`config.mk`:
```
export PLATFORM = sky130hd
export DESIGN_NAME = fpx_special_unit
export DESIGN_NICKNAME = d
export VERILOG_FILES = /design/src/rtl/fpx_pkg.sv /design/src/rtl/fpx_classify.sv /design/src/rtl/fpx_select.sv /design/src/rtl/fpx_saturate.sv /design/src/rtl/fpx_special_unit.sv
export SDC_FILE = /design/constraint.sdc
export NUM_CORES = 1
export LEC_CHECK = 0
export ABC_AREA = 1
export BUFFER_PORTS_ARGS = -buffer_cell sky130_fd_sc_hd__buf_2
export CAP_MARGIN = 15
export CORE_MARGIN = 1.5
export CORE_UTILIZATION = 38
export DETAILED_ROUTE_END_ITERATION = 7
export SYNTH_ARGS = -nofsm -noshare
export SYNTH_HDL_FRONTEND = slang
export SYNTH_SLANG_ARGS = --single-unit
```
`constraint.sdc`:
```
create_clock -name clk -period 3.2 [get_ports clk]
set_clock_uncertainty 0.2 [all_clocks]
set_input_delay 0.48 -clock clk [delete_from_list [all_inputs] [get_ports clk]]
set_output_delay 0.48 -clock clk [all_outputs]
set_load 0.005 [all_outputs]
```
`src/rtl/fpx_pkg.sv`:
```
package fpx_pkg;

  typedef enum logic [1:0] {
    RM_NEAREST = 2'b00,
    RM_ZERO    = 2'b01,
    RM_UP      = 2'b10,
    RM_DOWN    = 2'b11
  } rmode_e;

  typedef struct packed {
    logic sign;
    logic is_inf;
    logic is_qnan;
    logic is_snan;
  } opclass_t;

endpackage

```
`src/rtl/fpx_classify.sv`:
```
module fpx_classify
  import fpx_pkg::*;
#(
  parameter int EXP_W  = 11,
  parameter int FRAC_W = 52,
  localparam int WORD_W = 1 + EXP_W + FRAC_W
) (
  input  logic [WORD_W-1:0] word_i,
  output opclass_t          cls_o
);

  logic exp_max;
  logic frac_zero;

  assign exp_max   = &word_i[WORD_W-2:FRAC_W];
  assign frac_zero = (word_i[FRAC_W-1:0] == '0);

  always_comb begin
    cls_o.sign    = word_i[WORD_W-1];
    cls_o.is_inf  = exp_max & frac_zero;
    cls_o.is_qnan = exp_max & ~frac_zero & word_i[FRAC_W-1];
    cls_o.is_snan = exp_max & ~frac_zero & ~word_i[FRAC_W-1];
  end

endmodule

```
`src/rtl/fpx_select.sv`:
```
module fpx_select
  import fpx_pkg::*;
#(
  parameter int EXP_W  = 11,
  parameter int FRAC_W = 52,
  localparam int WORD_W = 1 + EXP_W + FRAC_W
) (
  input  opclass_t          cls_a,
  input  opclass_t          cls_b,
  input  logic [WORD_W-1:0] opnd_a,
  input  logic [WORD_W-1:0] opnd_b,
  input  logic              op_sub,
  input  logic [WORD_W-1:0] rnd_result,
  input  logic              rnd_ovf,
  input  logic              rnd_unf,
  output logic [WORD_W-1:0] pre_result,
  output logic              sat_en,
  output logic              f_inv,
  output logic              f_ovf,
  output logic              f_unf,
  output logic              f_exc
);

  localparam logic [WORD_W-1:0] QUIET_BIT = WORD_W'(1) << (FRAC_W - 1);
  localparam logic [WORD_W-1:0] GEN_SNAN  =
    {1'b0, {EXP_W{1'b1}}, {(FRAC_W-1){1'b0}}, 1'b1};
  localparam logic [WORD_W-2:0] INF_MAG   = {{EXP_W{1'b1}}, {FRAC_W{1'b0}}};

  logic eff_sub;
  logic b_sign_eff;

  assign b_sign_eff = cls_b.sign ^ op_sub;
  assign eff_sub    = cls_a.sign ^ b_sign_eff;

  always_comb begin
    pre_result = rnd_result;
    sat_en     = 1'b0;
    f_inv      = 1'b0;
    f_ovf      = 1'b0;
    f_unf      = 1'b0;
    f_exc      = 1'b0;
    if (cls_a.is_snan) begin
      pre_result = opnd_a | QUIET_BIT;
      f_inv      = 1'b1;
      f_exc      = 1'b1;
    end else if (cls_b.is_snan) begin
      pre_result = opnd_b | QUIET_BIT;
      f_inv      = 1'b1;
      f_exc      = 1'b1;
    end else if (cls_a.is_qnan) begin
      pre_result = opnd_a;
      f_exc      = 1'b1;
    end else if (cls_b.is_qnan) begin
      pre_result = opnd_b;
      f_exc      = 1'b1;
    end else if (cls_a.is_inf && cls_b.is_inf && eff_sub) begin
      pre_result = GEN_SNAN;
      f_inv      = 1'b1;
      f_exc      = 1'b1;
    end else if (cls_a.is_inf || cls_b.is_inf) begin
      pre_result = {(cls_a.is_inf ? cls_a.sign : b_sign_eff), INF_MAG};
      sat_en     = 1'b1;
      f_exc      = 1'b1;
    end else if (rnd_ovf) begin
      pre_result = {rnd_result[WORD_W-1], INF_MAG};
      sat_en     = 1'b1;
      f_ovf      = 1'b1;
      f_exc      = 1'b1;
    end else if (rnd_unf) begin
      pre_result = {rnd_result[WORD_W-1], {(WORD_W-1){1'b0}}};
      f_unf      = 1'b1;
      f_exc      = 1'b1;
    end else begin
      sat_en     = 1'b1;
    end
  end

endmodule

```
`src/rtl/fpx_saturate.sv`:
```
module fpx_saturate
  import fpx_pkg::*;
#(
  parameter int EXP_W  = 11,
  parameter int FRAC_W = 52,
  localparam int WORD_W = 1 + EXP_W + FRAC_W
) (
  input  logic [WORD_W-1:0] pre_result,
  input  logic              sat_en,
  input  rmode_e            rnd_mode,
  output logic [WORD_W-1:0] result
);

  localparam logic [WORD_W-2:0] INF_MAG = {{EXP_W{1'b1}}, {FRAC_W{1'b0}}};
  localparam logic [WORD_W-2:0] MAX_MAG = {{(EXP_W-1){1'b1}}, 1'b0, {FRAC_W{1'b1}}};

  logic is_inf;
  logic clamp;

  assign is_inf = sat_en && (pre_result[WORD_W-2:0] == INF_MAG);

  always_comb begin
    if (pre_result[WORD_W-1])
      clamp = is_inf && (rnd_mode == RM_ZERO || rnd_mode == RM_UP);
    else
      clamp = is_inf && (rnd_mode == RM_ZERO || rnd_mode == RM_DOWN);
    result = clamp ? {pre_result[WORD_W-1], MAX_MAG} : pre_result;
  end

endmodule

```
`src/rtl/fpx_special_unit.sv`:
```
module fpx_special_unit
  import fpx_pkg::*;
#(
  parameter int EXP_W  = 11,
  parameter int FRAC_W = 52,
  localparam int WORD_W = 1 + EXP_W + FRAC_W
) (
  input  logic              clk,
  input  logic              rst,
  input  logic              in_valid,
  input  logic              op_sub,
  input  logic [1:0]        rnd_mode,
  input  logic [WORD_W-1:0] opnd_a,
  input  logic [WORD_W-1:0] opnd_b,
  input  logic [WORD_W-1:0] rnd_result,
  input  logic [1:0]        rnd_rem,
  input  logic              rnd_ovf,
  input  logic              rnd_unf,
  output logic [WORD_W-1:0] out_result,
  output logic              out_ready,
  output logic              flag_underflow,
  output logic              flag_overflow,
  output logic              flag_inexact,
  output logic              flag_exception,
  output logic              flag_invalid
);

  localparam int NUM_OPND = 2;

  logic [WORD_W-1:0] opnd_vec [NUM_OPND];
  opclass_t          cls      [NUM_OPND];
  logic [WORD_W-1:0] pre_result;
  logic [WORD_W-1:0] sat_result;
  logic              sat_en;
  logic              f_inv, f_ovf, f_unf, f_exc;

  assign opnd_vec[0] = opnd_a;
  assign opnd_vec[1] = opnd_b;

  for (genvar gi = 0; gi < NUM_OPND; gi++) begin : g_cls
    fpx_classify #(.EXP_W(EXP_W), .FRAC_W(FRAC_W)) u_cls (
      .word_i (opnd_vec[gi]),
      .cls_o  (cls[gi])
    );
  end

  fpx_select #(.EXP_W(EXP_W), .FRAC_W(FRAC_W)) u_sel (
    .cls_a      (cls[0]),
    .cls_b      (cls[1]),
    .opnd_a     (opnd_a),
    .opnd_b     (opnd_b),
    .op_sub     (op_sub),
    .rnd_result (rnd_result),
    .rnd_ovf    (rnd_ovf),
    .rnd_unf    (rnd_unf),
    .pre_result (pre_result),
    .sat_en     (sat_en),
    .f_inv      (f_inv),
    .f_ovf      (f_ovf),
    .f_unf      (f_unf),
    .f_exc      (f_exc)
  );

  fpx_saturate #(.EXP_W(EXP_W), .FRAC_W(FRAC_W)) u_sat (
    .pre_result (pre_result),
    .sat_en     (sat_en),
    .rnd_mode   (rmode_e'(rnd_mode)),
    .result     (sat_result)
  );

  always_ff @(posedge clk) begin
    if (rst) begin
      out_result     <= '0;
      out_ready      <= 1'b0;
      flag_underflow <= 1'b0;
      flag_overflow  <= 1'b0;
      flag_inexact   <= 1'b0;
      flag_exception <= 1'b0;
      flag_invalid   <= 1'b0;
    end else begin
      out_ready <= in_valid;
      if (in_valid) begin
        out_result     <= sat_result;
        flag_underflow <= f_unf;
        flag_overflow  <= f_ovf;
        flag_inexact   <= |rnd_rem;
        flag_exception <= f_exc;
        flag_invalid   <= f_inv;
      end
    end
  end

endmodule

```
==> flow_results.org <==
** Routing
- The first detailed-routing pass took 5 iterations.
- After detailed routing, the total wire length is 36.5 mm.
- Using the TritonRoute via totals, the vias-per-cell ratio works out to roughly 5.2.
- Initial drt markers :: just over 900
- Antenna Violating Nets Remaining :: 0
- DRC violation count after routing :: 0
- Vias :: 10861
- After detailed routing, the average wire length per cell comes to 17.6 um.

** Synthesis
- Multiplexer cells account for 0% of the synthesized area.
- Counting flops with an async set or reset pin after synthesis yields a share of 0%.
- Number of enable-type register cells in the synthesized netlist :: 0
- Most frequent cell after synthesis :: nand2_1
- Dominant synthesized flop cell :: dfxtp_1
- The commonest cells after synthesis are nand2_1, nor2_1, inv_1.
- Dominant combinational cell family by area after synthesis :: simple AND/OR/NAND/NOR gates
- Yosys top cell area share :: about a fifth
- Post-Synth XOR/XNOR Area :: 0.245%
- Synthesis produced a netlist with a net count of 1557.
- The biggest area contributor in the post-synthesis netlist is dfxtp_1.
- Each instance of the synthesized netlist takes up on average around 5.3 um^2.
- During synthesis, Yosys emitted a total of 0 warnings.
- Cell area after synthesis :: 0.00715 mm^2
- Yosys reg bits :: 70
- By area the synthesized netlist is led by dfxtp_1, nand2_1, nor2_1.
- Number of instances in the synthesized netlist :: 1355
- Proportion of synthesized chip area in sequential cells :: 19.6%
- The synthesized netlist devotes 0% of its cell area to adder and majority cells.
- The synthesized netlist devotes 16.8% of its cell area to compound gates.
- Post-synthesis share of cell area spent on and, or, nand and nor gates :: 49.0%
- Counting distinct cell types in the post-synthesis netlist gives 34.

** Critical path
- The most critical setup path has its startpoint at opnd_a[37].
- Counting cells, the worst reg-to-reg path comes to 2.
- The largest single stage delay on the critical path is 0.26 ns.
- The most numerous cell type found on the critical path is nand2_1.
- Cell at the slowest stage of the critical path :: clkbuf_16
- Cells traversed along the worst timing path :: buf_2, nor2_4, nand2_2, nor2_2, buf_4, nand2_4, nor2_4, nand2_4, nand3_4, buf_12, buf_8, nand2_1, inv_1, nand2_1, nand2_1, nand2_1, nor2_1, nand2_1, nor2_1, nand2_1, nor2_4, nand3_4, clkbuf_16, a21oi_2
- Launching element type of the critical path :: primary input
- STA puts the critical path data arrival time at around 3.3 ns.
- R2R Setup Slk :: 2.24 ns
- Maximum fanout along the worst path :: 13
- At the worst endpoint, the required time is 3.27 ns.
- In this run the critical register-to-register path is captured at out_result[10].
- By startpoint and endpoint, the worst setup path is classified as primary input to register.
- The startpoint identified for the worst register-to-register timing path is out_result[10].
- STA classifies the critical path endpoint as a register.

** Clock tree
- CTS tree :: built
- Clk pin slew, worst setup/hold paths :: 0.06 ns
- The H-tree was split into 3 levels.
- Clock latency at the later pin of the worst-skew pair :: ~0.34 ns
- Buffers inserted during clock tree synthesis total 9.
- After clock tree synthesis, the flow added hold-fix buffers numbering 0.
- The cell sitting at the root of the clock tree is a clkbuf_16.
- Sink Count :: 70
- The clock passes through at most 2 buffers.

** STA
- After layout, the minimum clock period comes to 3.25 ns.
- Hold violation count in the final report :: 0
- Setup repair after global routing could not meet its margin everywhere.
- Final number of setup-violating endpoints :: 15
- At the pin with the least slew margin, the transition time is 0.639 ns.
- The count of pins over their slew limit is 0.
- In the post-route analysis, the smallest setup slack over all paths is -0.0458 ns.
- Highest attainable clock frequency :: between 0.3 and 0.4 GHz
- Worst slew margin relative to its limit :: 57.4%
- Post-route clock period utilization :: 101%

** Floorplan
- Die W :: 140 um
- For this design the top-level I/O count stands at ~270.
- The initialized floorplan defines 49 standard-cell rows.
- Vertical extent of the die :: 140 um
- The core region is 0.0182 mm^2.
- Starting density of the core :: 39.2%
- Floorplan die area :: approximately 0.020 mm^2

** Final layout
- In the final layout, flip-flops and latches occupy 0.00140 mm^2.
- Of the cells placed in the final design, the portion with a size suffix greater than 1 is 40.5%.
- Net count reported at finish :: 2043
- The number of antenna diodes in the final layout is 0.
- Multi-input logic area :: ~0.0052 mm^2
- Fillers :: 1743
- Syn-to-layout area delta :: 66.6%

** Run status
- The checks that failed: setup timing.
- Result of the run :: finished with violations

** Job
- Max-cap violations in this run came to 0.

** Hold path
- The min-delay analysis places its worst path in the category primary input to register.
- Hold Path Stages :: 3
- Source of the worst hold timing path :: rnd_rem[0]
- End of the worst hold path :: flag_inexact

** Power
- Static Leakage :: 6.46 nW
- For this design the ratio of total power to cell area is 242 mW/mm^2.
- Maximum ir drop on the vdd rail :: 220 uV
- Power consumption :: 2.88 mW

** Global route
- Global-route wire length before repair :: 52.2 mm
- The via count of the first global-routing pass was 9690.
- Gr ovfl total :: 0
- Global-route usage over all layers :: around a third
- The number of antenna violations at the first check in global routing came to 0.
- Entering global routing, the biggest net connects 72 pins.

** Place
- Half-perimeter wire length after placement :: 26.0 mm
- I/O Buffers :: 271
- At the end of routability-driven placement, the weighted congestion stood at 0.928.
- Worst setup slack after placement :: -0.661 ns
## through the flow
| stage | hold slack, ns | util (%) | setup TNS [ns] | cell area [um^2] | instances |
|---|---|---|---|---|---|
| 6_report | 0.158 | 65.4 | -0.221 | 11900 | 2075 |
| 5_1_grt | 0.183 | 65.4 | -5.23 | 11900 | 2075 |
| 4_1_cts | 0.150 | 60.0 | -0.0219 | 10900 | 2035 |
| 3_5_place_dp | 0.263 | 57.3 | -31.20 | 10400 | 2016 |
| 3_3_place_gp | 0.259 | 57.3 | -29.69 | 10400 | 2016 |
| 2_1_floorplan | 0.262 | - | 0 | 7150 | 1355 |
## report_power, final
part / leakage, nW / total, mW / switching (mW) / internal (mW)
Combinational: 5.73 / 0.832 / 0.446 / 0.385
Sequential: 0.579 / 0.951 / 0.0251 / 0.925
Clock: 0.157 / 1.10 / 0.404 / 0.691
Total: 6.46 / 2.88 / 0.876 / 2.00
## worst max-delay path, delay by kind of cell
family                 cells  cell delay (ns)
and+or+nand+nor           17             1.81
buffers and inverters      6             0.86
AOI/OAI and AO/OA          1             0.14
## flip-flops by register name, summed over array words and instances (netlist names)
register / flops
flag_exception: 1
flag_underflow: 1
out_result: 64
flag_overflow: 1
flag_inexact: 1
flag_invalid: 1
out_ready: 1
## cell type report
class,instances,area share (%)
Clock inverter,7,0.862
Timing Repair inverter,1,0.0736
Tap cell,229,2.41
Inverter,167,5.37
Timing Repair Buffer,558,34.2
Multi-Input combinational cell,1034,43.5
Clock buffer,9,1.89
Sequential cell,70,11.8
## routing by layer
layer	track usage, %	part of all wire, %	up-vias	wire length [um]
li1	-	-	5268	-
met5	0	0	-	0
met3	4.75	9.0	83	3280
met2	53.3	44	622	16300
met1	48.2	43	4888	15700
met4	11.1	3.5	0	1280
## cell families (layout without fill, tap and decap cells)
logic type | after synthesis | after routing
AND/OR/NAND/NOR | 834 | 835
buffers and inverters | 252 | 742
AO/OA/AOI/OAI | 197 | 197
flip-flops | 70 | 70
XOR/XNOR | 2 | 2
## timing repair
action,CTS,global route
setup endpoints to repair,53,53
cloned,3,12
gates resized for setup,25,148
pin swaps,2,65
buffers inserted,0,31
## cells in the final DEF (no fill, tap or decap), types with 22 or more instances in the layout
master / count
inv_1: 152
buf_4: 242
buf_2: 261
nand2_2: 38
a21oi_2: 57
nor2_2: 25
nand3_1: 94
dfxtp_1: 70
nand2_1: 320
nor2_1: 254
a21oi_1: 32
o21ai_0: 80
buf_6: 22
nand4_1: 54
## worst max-delay path by stage
| stage | end | cells past startpoint | slack (ns) |
|---|---|---|---|
| 2_1_floorplan | out_result[10] | 21 | 0.36 |
| 3_3_place_gp | out_result[52] | 22 | -0.62 |
| 3_5_place_dp | out_result[52] | 22 | -0.66 |
| 4_1_cts | out_result[52] | 24 | -0.02 |
| 5_1_grt | out_result[12] | 19 | -0.14 |
| 6_report | out_result[12] | 24 | -0.05 |
Power figures use the tool's default switching activity.
